File: config.mk
export PLATFORM = sky130hd
export DESIGN_NAME = muldiv_iter
export DESIGN_NICKNAME = d
export VERILOG_FILES = /design/src/rtl/muldiv_pkg.sv /design/src/rtl/muldiv_ctrl.sv /design/src/rtl/muldiv_dpath.sv /design/src/rtl/muldiv_iter.sv
export SDC_FILE = /design/constraint.sdc
export NUM_CORES = 1
export LEC_CHECK = 0
export ABC_CLOCK_PERIOD_IN_PS = 4100
export BUFFER_PORTS_ARGS = -buffer_cell sky130_fd_sc_hd__buf_4
export CAP_MARGIN = 20
export CORE_MARGIN = 8
export CORE_UTILIZATION = 56
export DETAILED_ROUTE_END_ITERATION = 10
export PLACE_DENSITY = 0.84
export SLEW_MARGIN = 20
export SYNTH_ARGS = -nofsm -noshare
export SYNTH_HDL_FRONTEND = slang
export SYNTH_HIERARCHICAL = 1
export SYNTH_SLANG_ARGS = --single-unit
File: constraint.sdc
create_clock -name clk -period 4.1 [get_ports clk]
set_input_delay 0.41 -clock clk [delete_from_list [all_inputs] [get_ports clk]]
set_output_delay 0.41 -clock clk [all_outputs]
set_load 0.1 [all_outputs]
File: src/rtl/muldiv_pkg.sv
`timescale 1ns/1ps
package muldiv_pkg;

  typedef enum logic [1:0] {
    OP_MULU = 2'd0,
    OP_MULS = 2'd1,
    OP_DIVU = 2'd2,
    OP_DIVS = 2'd3
  } op_e;

  typedef enum logic [1:0] {
    ST_IDLE = 2'd0,
    ST_RUN  = 2'd1,
    ST_FIX  = 2'd2
  } ctrl_state_e;

  // strobes from control to datapath
  typedef struct packed {
    logic load;    // capture operands and magnitudes
    logic step;    // one shift-add / restoring iteration
    logic finish;  // sign fix-up and result write
  } strobe_t;

endpackage

File: src/rtl/muldiv_ctrl.sv
`timescale 1ns/1ps
module muldiv_ctrl
  import muldiv_pkg::*;
#(
  parameter int DATA_W = 16
) (
  input  logic    clk,
  input  logic    rstN,
  input  logic    startIn,
  input  logic    wideIn,
  output strobe_t strb,
  output logic    doneOut
);

  localparam int HALF = DATA_W / 2;
  localparam int CW   = $clog2(DATA_W);

  ctrl_state_e state;
  logic [CW-1:0] iterCnt;

  always_comb begin
    strb = '0;
    case (state)
      ST_IDLE: strb.load   = startIn;
      ST_RUN:  strb.step   = 1'b1;
      ST_FIX:  strb.finish = 1'b1;
      default: strb = '0;
    endcase
  end

  always_ff @(posedge clk or negedge rstN) begin
    if (!rstN) begin
      state   <= ST_IDLE;
      iterCnt <= '0;
      doneOut <= 1'b0;
    end else begin
      doneOut <= strb.finish;
      case (state)
        ST_IDLE: begin
          if (startIn) begin
            state   <= ST_RUN;
            iterCnt <= wideIn ? CW'(DATA_W - 1) : CW'(HALF - 1);
          end
        end
        ST_RUN: begin
          if (iterCnt == '0) begin
            state <= ST_FIX;
          end else begin
            iterCnt <= iterCnt - 1'b1;
          end
        end
        ST_FIX:  state <= ST_IDLE;
        default: state <= ST_IDLE;
      endcase
    end
  end

endmodule

File: src/rtl/muldiv_dpath.sv
`timescale 1ns/1ps
module muldiv_dpath
  import muldiv_pkg::*;
#(
  parameter int DATA_W = 16
) (
  input  logic              clk,
  input  logic              rstN,
  input  strobe_t           strb,
  input  logic [1:0]        opIn,
  input  logic              wideIn,
  input  logic [DATA_W-1:0] srcIn,
  input  logic [DATA_W-1:0] axIn,
  input  logic [DATA_W-1:0] dxIn,
  output logic [DATA_W-1:0] axOut,
  output logic [DATA_W-1:0] dxOut,
  output logic              ovfOut,
  output logic              carryOut,
  output logic              divErrOut
);

  localparam int W    = DATA_W;
  localparam int HALF = W / 2;
  localparam int W2   = 2 * W;

  // ---------------- operand conditioning (load cycle) ----------------
  logic          isDivIn, isSignedIn;
  logic [W-1:0]  srcSel, srcMag, mulSel, mulMag, divHi, divLo;
  logic          srcNeg, mulNeg, dvdNeg;
  logic [W2-1:0] dividend, dvdMag;

  always_comb begin
    isDivIn    = (opIn == OP_DIVU) || (opIn == OP_DIVS);
    isSignedIn = (opIn == OP_MULS) || (opIn == OP_DIVS);

    srcSel = wideIn ? srcIn
                    : {{HALF{isSignedIn & srcIn[HALF-1]}}, srcIn[HALF-1:0]};
    srcNeg = isSignedIn & srcSel[W-1];
    srcMag = srcNeg ? -srcSel : srcSel;

    mulSel = wideIn ? axIn
                    : {{HALF{isSignedIn & axIn[HALF-1]}}, axIn[HALF-1:0]};
    mulNeg = isSignedIn & mulSel[W-1];
    mulMag = mulNeg ? -mulSel : mulSel;

    dividend = wideIn ? {dxIn, axIn} : {{W{isSignedIn & axIn[W-1]}}, axIn};
    dvdNeg   = isSignedIn & dividend[W2-1];
    dvdMag   = dvdNeg ? -dividend : dividend;

    divHi = wideIn ? dvdMag[W2-1:W] : {{HALF{1'b0}}, dvdMag[W-1:HALF]};
    divLo = wideIn ? dvdMag[W-1:0]  : {dvdMag[HALF-1:0], {HALF{1'b0}}};
  end

  // ---------------- working registers ----------------
  logic [W-1:0] hiReg, loReg, mReg, opnd, axSave, dxSave;
  logic         isDivR, isSignedR, wideR, negResR, negRemR, preErrR;

  // ---------------- iteration arithmetic ----------------
  logic [W2-1:0] prodNow, prodNext;
  logic [W:0]    trial;
  logic          trialFits;
  logic [W:0]    trialDiff;

  always_comb begin
    prodNow   = {hiReg, loReg};
    prodNext  = (prodNow << 1) + (mReg[W-1] ? {{W{1'b0}}, opnd} : {W2{1'b0}});
    trial     = {hiReg, loReg[W-1]};
    trialFits = trial >= {1'b0, opnd};
    trialDiff = trial - {1'b0, opnd};
  end

  // ---------------- sign fix-up (finish cycle) ----------------
  logic [W2-1:0] prodVal;
  logic [W-1:0]  quoVal, remVal, limitMag;
  logic          mulWide, rangeErr, divErr;

  always_comb begin
    prodVal = negResR ? -prodNow : prodNow;
    if (wideR) begin
      mulWide = isSignedR ? (prodVal[W2-1:W] != {W{prodVal[W-1]}})
                          : (prodVal[W2-1:W] != '0);
    end else begin
      mulWide = isSignedR ? (prodVal[W-1:HALF] != {HALF{prodVal[HALF-1]}})
                          : (prodVal[W-1:HALF] != '0);
    end

    quoVal   = negResR ? -loReg : loReg;
    remVal   = negRemR ? -hiReg : hiReg;
    limitMag = wideR ? (W'(1) << (W - 1)) : (W'(1) << (HALF - 1));
    rangeErr = isSignedR && (negResR ? (loReg > limitMag)
                                     : (loReg > (limitMag - W'(1))));
    divErr   = preErrR | rangeErr;
  end

  // ---------------- sequential ----------------
  always_ff @(posedge clk or negedge rstN) begin
    if (!rstN) begin
      hiReg     <= '0;
      loReg     <= '0;
      mReg      <= '0;
      opnd      <= '0;
      axSave    <= '0;
      dxSave    <= '0;
      isDivR    <= 1'b0;
      isSignedR <= 1'b0;
      wideR     <= 1'b0;
      negResR   <= 1'b0;
      negRemR   <= 1'b0;
      preErrR   <= 1'b0;
      axOut     <= '0;
      dxOut     <= '0;
      ovfOut    <= 1'b0;
      carryOut  <= 1'b0;
      divErrOut <= 1'b0;
    end else if (strb.load) begin
      opnd      <= srcMag;
      axSave    <= axIn;
      dxSave    <= dxIn;
      isDivR    <= isDivIn;
      isSignedR <= isSignedIn;
      wideR     <= wideIn;
      if (isDivIn) begin
        hiReg   <= divHi;
        loReg   <= divLo;
        mReg    <= '0;
        negResR <= dvdNeg ^ srcNeg;
        negRemR <= dvdNeg;
        preErrR <= (srcMag == '0) || (divHi >= srcMag);
      end else begin
        hiReg   <= '0;
        loReg   <= '0;
        mReg    <= wideIn ? mulMag : {mulMag[HALF-1:0], {HALF{1'b0}}};
        negResR <= mulNeg ^ srcNeg;
        negRemR <= 1'b0;
        preErrR <= 1'b0;
      end
    end else if (strb.step) begin
      if (isDivR) begin
        hiReg <= trialFits ? trialDiff[W-1:0] : trial[W-1:0];
        loReg <= {loReg[W-2:0], trialFits};
      end else begin
        hiReg <= prodNext[W2-1:W];
        loReg <= prodNext[W-1:0];
        mReg  <= mReg << 1;
      end
    end else if (strb.finish) begin
      if (!isDivR) begin
        axOut     <= prodVal[W-1:0];
        dxOut     <= wideR ? prodVal[W2-1:W] : dxSave;
        ovfOut    <= mulWide;
        carryOut  <= mulWide;
        divErrOut <= 1'b0;
      end else begin
        ovfOut    <= 1'b0;
        carryOut  <= 1'b0;
        divErrOut <= divErr;
        if (divErr) begin
          axOut <= axSave;
          dxOut <= dxSave;
        end else if (wideR) begin
          axOut <= quoVal;
          dxOut <= remVal;
        end else begin
          axOut <= {remVal[HALF-1:0], quoVal[HALF-1:0]};
          dxOut <= dxSave;
        end
      end
    end
  end

endmodule

File: src/rtl/muldiv_iter.sv
`timescale 1ns/1ps
module muldiv_iter
  import muldiv_pkg::*;
#(
  parameter int DATA_W = 16
) (
  input  logic              clk,
  input  logic              rstN,
  input  logic              startIn,
  input  logic [1:0]        opIn,
  input  logic              wideIn,
  input  logic [DATA_W-1:0] srcIn,
  input  logic [DATA_W-1:0] axIn,
  input  logic [DATA_W-1:0] dxIn,
  output logic [DATA_W-1:0] axOut,
  output logic [DATA_W-1:0] dxOut,
  output logic              ovfOut,
  output logic              carryOut,
  output logic              doneOut,
  output logic              divErrOut
);

  strobe_t strb;

  muldiv_ctrl #(.DATA_W(DATA_W)) u_ctrl (
    .clk     (clk),
    .rstN    (rstN),
    .startIn (startIn),
    .wideIn  (wideIn),
    .strb    (strb),
    .doneOut (doneOut)
  );

  muldiv_dpath #(.DATA_W(DATA_W)) u_dpath (
    .clk       (clk),
    .rstN      (rstN),
    .strb      (strb),
    .opIn      (opIn),
    .wideIn    (wideIn),
    .srcIn     (srcIn),
    .axIn      (axIn),
    .dxIn      (dxIn),
    .axOut     (axOut),
    .dxOut     (dxOut),
    .ovfOut    (ovfOut),
    .carryOut  (carryOut),
    .divErrOut (divErrOut)
  );

endmodule

==> results of run 1 <==
## synth_stat cells (18+ instances only)
master,count
sky130_fd_sc_hd__nand2_1,179
sky130_fd_sc_hd__dfrtp_1,143
sky130_fd_sc_hd__o21ai_0,132
sky130_fd_sc_hd__nor2_1,111
sky130_fd_sc_hd__a21oi_1,102
sky130_fd_sc_hd__clkbuf_1,82
sky130_fd_sc_hd__xnor2_1,74
sky130_fd_sc_hd__ha_1,65
sky130_fd_sc_hd__inv_1,56
sky130_fd_sc_hd__xor2_1,56
sky130_fd_sc_hd__mux2_2,42
sky130_fd_sc_hd__nor3_1,33
sky130_fd_sc_hd__nand3_1,30
sky130_fd_sc_hd__o22ai_1,29
sky130_fd_sc_hd__a21o_1,26
sky130_fd_sc_hd__and2_1,26
sky130_fd_sc_hd__o211ai_1,21
sky130_fd_sc_hd__a22oi_1,19
sky130_fd_sc_hd__a31oi_1,19
sky130_fd_sc_hd__buf_1,18
## through the flow
| stage | power, mW | area [um2] |
|---|---|---|
| after floorplan | 8.063 | 12640 |
| after global placement | 10.03 | 13570 |
| after detailed placement | 10.20 | 13570 |
| after CTS | 11.92 | 14180 |
| after global routing | 12.84 | 14180 |
| final | 12.20 | 14180 |
## registers in the layout, indices dropped and copies added, names as in the netlist
register / cells
u_dpath/negResR: 1
u_ctrl/iterCnt: 4
u_dpath/wideR: 1
u_dpath/dxOut: 16
u_ctrl/doneOut: 1
u_dpath/dxSave: 16
u_dpath/loReg: 16
u_dpath/negRemR: 1
u_dpath/opnd: 16
u_dpath/axOut: 16
u_dpath/hiReg: 16
u_dpath/axSave: 16
u_dpath/preErrR: 1
u_dpath/isDivR: 1
u_dpath/isSignedR: 1
u_ctrl/state: 2
u_dpath/divErrOut: 1
u_dpath/mReg: 16
u_dpath/carryOut: 1
## layer usage
metal,vias up,share of wire,routed length [um]
met1,6151,0.38,17530
met3,197,0.11,5142
met2,901,0.44,20320
li1,5763,-,-
met5,-,0,0
met4,0,0.059,2713
## layout make-up
cell class | instances | share of cell area
tap | 285 | 0.02514
clock buffer | 17 | 0.03000
inverter | 57 | 0.01509
clock inverter | 15 | 0.01341
timing repair buffer | 137 | 0.07278
multi-input combinational | 1244 | 0.5913
sequential | 143 | 0.2523
## logic make-up after synthesis
| family | after synthesis | synth area share |
|---|---|---|
| simple gates | 498 | 0.1987 |
| xor+xnor | 130 | 0.09009 |
| buf+inv | 172 | 0.05376 |
| fa+ha+maj | 67 | 0.06752 |
| flops | 143 | 0.2831 |
| compound gates | 492 | 0.2574 |
| mux | 57 | 0.04940 |
## report_power, final
group / leakage [nW] / internal [mW] / switching [mW]
combinational: 4.06 / 2.83 / 4.89
sequential: 1.82 / 1.99 / 0.798
clock: 0.305 / 0.933 / 0.762
## how the worst max path moves through the flow
stage | endpoint | slack, ns | cells after the start
finish | u_dpath/hiReg[10] | 0.24 | 11
detailed placement | u_dpath/preErrR | 0.40 | 18
global route | u_dpath/hiReg[10] | 0.11 | 10
global placement | u_dpath/preErrR | 0.45 | 18
CTS | u_dpath/axOut[9] | 0.50 | 10
floorplan | u_dpath/preErrR | 0.58 | 17
==> summary.md, run 1 <==
| Metric | Value |
|---|---|
| Maximum net fanout on the critical path | `10` |
| Global routing usage on met2 | `0.5048` |
| Setup violations, final | `0` |
| Worst hold-check slack | `0.1102 ns` |
| Initial core utilization | `0.5651` |
| Routing usage on met1 | `0.4062` |
| Worst Path Class, Setup | `reg -> reg` |
| Reg area | `3578 um2` |
| CTS Buf Count | `17` |
| Clock-pin transition on the worst setup and hold timing paths | `0.08 ns` |
| Total area of multi-input combinational cells | `8386 um2` |
| # resized after CTS | `0` |
| Synthesized area | `12640 um2` |
| Vias | `13010` |
| Run status | `finished clean` |
| Sum Neg Setup Slack | `0 ns` |
| Crit path launch | `u_dpath/hiReg[0]` |
| Number of nets produced by synthesis | `1680` |
| Commonest register cell after synthesis | `sky130_fd_sc_hd__dfrtp_1` |
| Core Rows | `55` |
| Final core utilization | `0.6341` |
| Portion of the post-synthesis area used by sequential elements | `0.2831` |
| Hpwl dp | `33990 um` |
| Worst clock skew | `0.01473 ns` |
| Cell area power density | `860.5 nW/um2` |
| Global routing met3 resource utilization | `0.07060` |
| Mean cell area of the mapped netlist | `8.107 um2` |
| Slew headroom | `0.3417` |
| Largest incremental delay on the critical path | `0.65 ns` |
| Highest-utilization routing layer at the global route stage | `met2` |
| Height of the chip | `166.2 um` |
| Root Buffer | `sky130_fd_sc_hd__clkbuf_16` |
| Final Critical Period | `3.862 ns` |
| Final Max Slew Viols | `0` |
| Routed Wire Length | `45700 um` |
| Post-Place Setup Slack | `0.3990 ns` |
| Main area contributors after synthesis | `sky130_fd_sc_hd__dfrtp_1, sky130_fd_sc_hd__ha_1, sky130_fd_sc_hd__nand2_1, sky130_fd_sc_hd__o21ai_0, sky130_fd_sc_hd__xnor2_1` |
| GRT overflow | `0` |
| Area inside the core boundary | `22370 um2` |
| Final period utilization | `0.9420` |
| Insertion delay of the later-clocked pin in the worst-skew pair | `0.43 ns` |
| Drt via density | `6.856` |
| Gp weighted congestion | `1.038` |
| Number of buffers added to fix hold violations after cts | `0` |
| Worst Max-Slew Pin Slew | `0.9875 ns` |
| Post-route setup slack | `0.2377 ns` |
| Number of failing hold endpoints at the final stage | `0` |
| Final-stage net count | `1721` |
| Family of cells with the greatest summed delay on the critical path | `compound AO/OA/AOI/OAI gates` |
| Number of enable flip-flop cells after synthesis | `0` |
| Unrepaired setup endpoints after global routing | `false` |
| Commonest cells after routing, fill and taps aside | `sky130_fd_sc_hd__nand2_1, sky130_fd_sc_hd__dfrtp_1, sky130_fd_sc_hd__buf_4` |
| Crit path capture type | `flop` |
| Clock Sink Count | `143` |
| Source of the worst register-to-register timing path | `u_dpath/hiReg[0]` |
| Hold Path Class | `in -> async` |
| Detailed-route DRC error count | `0` |
| Biggest area consumer among synthesized cells | `sky130_fd_sc_hd__dfrtp_1` |
| Post-route non-filler standard cell count | `1898` |
| Total die area | `27630 um2` |
| Fraction of post-synthesis cell area in the top cell type by area | `0.2831` |
| Static leakage power | `6.182 nW` |
| Crit path buffers/inverters | `2` |
| Top-Level Pins | `90` |
| Gr usage total | `0.3212` |
| Achievable Freq | `258.9 MHz` |
| Worst endpoint data arrival time | `4.15 ns` |
| Worst Reg2Reg Path Length in Cells | `11` |
| Routed wirelength normalized by instance count | `24.08 um` |
| Syn. warnings | `6` |
| Filler cells | `1883` |
| CP required | `4.39 ns` |
| Startpoint kind of the worst setup timing path | `flop` |
| Number of nets still failing antenna checks after routing | `0` |
| Number of cells in the design after placement | `1866` |
| Via count of the first global-routing pass | `12280` |
| Drt initial violations | `1929` |
| Share of post-route cells with drive strength above 1 | `0.1500` |
| Postcts setup bufs | `0` |
| Most common cell after layout, fill and taps aside | `sky130_fd_sc_hd__nand2_1` |
| Share of synthesized registers carrying an async set or reset | `1.000` |
| FF-to-FF End | `u_dpath/hiReg[10]` |
| Horizontal die dimension | `166.2 um` |
| Wire length of the first global-routing pass | `70640 um` |
| MaxCap Viol Count | `0` |
| List of cells traversed by the critical path | `inv_1 > buf_4 > fa_1 > nor2b_1 > o211ai_1 > a21boi_0 > o21ai_0 > xnor2_1 > mux2_2 > a22oi_1 > o21ai_0` |
| First-pass iteration count of the detailed router | `6` |
| Max rail drop VDD | `378.9 uV` |
| FF-to-FF setup slack | `0.24 ns` |
| Antenna violations before repair | `0` |
| CP max stage cell | `sky130_fd_sc_hd__dfrtp_1` |
| Layout Area Growth over Synthesis | `12.22%` |
| Most used cell along the critical path | `sky130_fd_sc_hd__o21ai_0` |
| Post-synthesis instance total | `1559` |
| Port Buf Inserts | `89` |
| Post-synthesis register bit count | `143` |
| Clock tree from TritonCTS | `done` |
| Number of distinct library cells after synthesis | `95` |
| Deepest clock path buffer count | `2` |
| H-tree depth | `4` |
| Count of antenna diodes in the layout | `0` |
| Maximum number of pins on one net before global-route repair | `102` |
Power figures use the tool's default switching activity.
==> run 2: changes to the inputs <==
--- a/config.mk
+++ b/config.mk
@@ -10,6 +10,7 @@
 export CAP_MARGIN = 20
 export CORE_MARGIN = 8
 export CORE_UTILIZATION = 56
+export CTS_BUF_LIST = sky130_fd_sc_hd__clkbuf_8
 export DETAILED_ROUTE_END_ITERATION = 10
 export PLACE_DENSITY = 0.84
 export SLEW_MARGIN = 20
==> summary.md, run 2 (synthesized netlist as in run 1, its figures left out) <==
| Metric | Value |
|---|---|
| Area inside the core boundary | `22370 um2 (unchanged)` |
| Filler cells | `1912 (+1.5%)` |
| Routed wirelength normalized by instance count | `23.75 um (-1.4%)` |
| Number of cells in the design after placement | `1866 (unchanged)` |
| Hold Path Class | `in -> reg` |
| Met3 routed WL | `4936 um (-4.0%)` |
| Detailed-route DRC error count | `0 (unchanged)` |
| H-tree depth | `4 (unchanged)` |
| Core Rows | `55 (unchanged)` |
| Sum Neg Setup Slack | `0 ns (unchanged)` |
| Hpwl dp | `33990 um (unchanged)` |
| Horizontal die dimension | `166.2 um (unchanged)` |
| MaxCap Viol Count | `0 (unchanged)` |
| Via count of the first global-routing pass | `12290 (+0.049%)` |
| Clock Sink Count | `143 (unchanged)` |
| Uppermost layer routed | `met4` |
| Antenna violations before repair | `0 (unchanged)` |
| Vias | `13030 (+0.10%)` |
| CTS Buf Count | `17 (unchanged)` |
| Number of nets still failing antenna checks after routing | `0 (unchanged)` |
| CP max stage cell | `sky130_fd_sc_hd__ha_1` |
| Most common cell after layout, fill and taps aside | `sky130_fd_sc_hd__nand2_1` |
| Layout Area Growth over Synthesis | `11.00%` |
| Port Buf Inserts | `89 (unchanged)` |
| Height of the chip | `166.2 um (unchanged)` |
| Post-route non-filler standard cell count | `1900 (+0.11%)` |
| Final period utilization | `0.9048 (-0.03720)` |
| CP required | `4.47 ns (+0.08 ns)` |
| Final Critical Period | `3.710 ns (-0.1525 ns)` |
| Number of buffers added to fix hold violations after cts | `0 (unchanged)` |
| Cell area power density | `837.6 nW/um2 (-2.7%)` |
| Clock tree from TritonCTS | `done` |
| Commonest cells after routing, fill and taps aside | `sky130_fd_sc_hd__nand2_1, sky130_fd_sc_hd__dfrtp_1, sky130_fd_sc_hd__buf_4` |
| Post-Place Setup Slack | `0.3990 ns (unchanged)` |
| Final-stage net count | `1723 (+0.12%)` |
| Count of antenna diodes in the layout | `0 (unchanged)` |
| Initial core utilization | `0.5651 (unchanged)` |
| Wire length of the first global-routing pass | `69970 um (-0.96%)` |
| Top-Level Pins | `90 (unchanged)` |
| GRT overflow | `0 (unchanged)` |
| Share of post-route cells with drive strength above 1 | `0.1505 (+0.0004334)` |
| Worst Max-Slew Pin Slew | `0.9530 ns (-0.03450 ns)` |
| Worst clock skew | `0.01849 ns (+0.003755 ns)` |
| Drt initial violations | `1830 (-5.1%)` |
| Post-route met1 wirelength | `17400 um (-0.73%)` |
| Final Max Slew Viols | `0 (unchanged)` |
| Final core utilization | `0.6272 (-0.006881)` |
| Postcts setup bufs | `0 (unchanged)` |
| # resized after CTS | `0 (unchanged)` |
| Root Buffer | `sky130_fd_sc_hd__clkbuf_8` |
| Largest incremental delay on the critical path | `0.54 ns (-0.11 ns)` |
| Routed Wire Length | `45120 um (-1.3%)` |
| Number of failing hold endpoints at the final stage | `0 (unchanged)` |
| Insertion delay of the later-clocked pin in the worst-skew pair | `0.47 ns (+0.04 ns)` |
| Setup violations, final | `0 (unchanged)` |
| List of cells traversed by the critical path | `clkinv_1 > ha_1 > and4_1 > a21o_1 > a211oi_1 > o211a_1 > nand2_1 > nand2_1 > a221oi_1 > a21o_1` |
| Unrepaired setup endpoints after global routing | `false` |
| Startpoint kind of the worst setup timing path | `flop` |
| First-pass iteration count of the detailed router | `8 (+2)` |
| Max rail drop VDD | `355.3 uV (-6.2%)` |
| Drt via density | `6.855 (about the same)` |
| Maximum net fanout on the critical path | `18 (+8)` |
| Clock-pin transition on the worst setup and hold timing paths | `0.10 ns (+0.02 ns)` |
| Gp weighted congestion | `1.038 (unchanged)` |
| Gr usage total | `0.3176 (-0.003588)` |
| Static leakage power | `6.112 nW (-1.1%)` |
| Achievable Freq | `269.6 MHz (+4.1%)` |
| Maximum number of pins on one net before global-route repair | `102 (unchanged)` |
| Run status | `finished clean` |
| Worst Path Class, Setup | `reg -> reg` |
| Slew headroom | `0.3634 (+0.02169)` |
| Crit path capture type | `flop` |
| Metal2 WL | `20160 um (-0.78%)` |
| Post-route setup slack | `0.3902 ns (+0.1525 ns)` |
| Worst endpoint data arrival time | `4.08 ns (-0.07 ns)` |
| Total die area | `27630 um2 (unchanged)` |
| Deepest clock path buffer count | `2 (unchanged)` |
[run 2: metrics by stage]
step | area, um2 | hold slack, ns | power [mW]
after floorplan | 12640 | 0.1144 | 8.063
after global placement | 13570 | 0.4619 | 10.03
after detailed placement | 13570 | 0.4712 | 10.20
after CTS | 13990 | 0.1027 | 11.49
after global routing | 14030 | 0.1891 | 12.39
final | 14030 | 0.2111 | 11.75
[run 2: power by group]
part	internal (mW)	switching [mW]
Sequential	1.99	0.790
Clock	0.575	0.703
Combinational	2.83	4.86
Total	5.40	6.35
[run 2: layout make-up]
class | instances | area [um2] | share of cell area
multi-input combinational | 1244 | 8386 | 0.5978
sequential | 143 | 3578 | 0.2551
timing repair buffer | 139 | 1070 | 0.07626
tap | 285 | 356.6 | 0.02542
clock buffer | 17 | 234.0 | 0.01668
inverter | 57 | 214.0 | 0.01525
clock inverter | 15 | 190.2 | 0.01356
[run 2: final timing paths]
path                                   start                 end  slack (ns)  cells past startpoint
min in group asynchronous               rstN   u_dpath/hiReg[14]        0.40                      2
min reg2reg                u_dpath/dxOut[13]   u_dpath/dxOut[13]        0.49                      1
max reg2reg                    u_dpath/wideR    u_dpath/axOut[9]        0.39                     10
max in group asynchronous               rstN  u_dpath/axSave[15]        2.66                      4
min                                  axIn[1]   u_dpath/axSave[1]        0.21                      2
max                            u_dpath/wideR    u_dpath/axOut[9]        0.39                     10
[run 2: worst max-delay path, delay by kind of cell, from the launching register on]
family / cells / cell delay [ns]
DFF: 1 / 0.37
buffers and inverters: 1 / 0.50
and+or+nand+nor: 3 / 1.00
adders and majority gates: 1 / 0.54
AOI/OAI and AO/OA: 5 / 1.19
[run 2: layer usage]
layer  global-route usage  up-vias
met1               0.4023     6151
met2               0.5029      903
met4               0.1637        0
met3              0.07036      198
met5                    0        -
li1                     -     5773
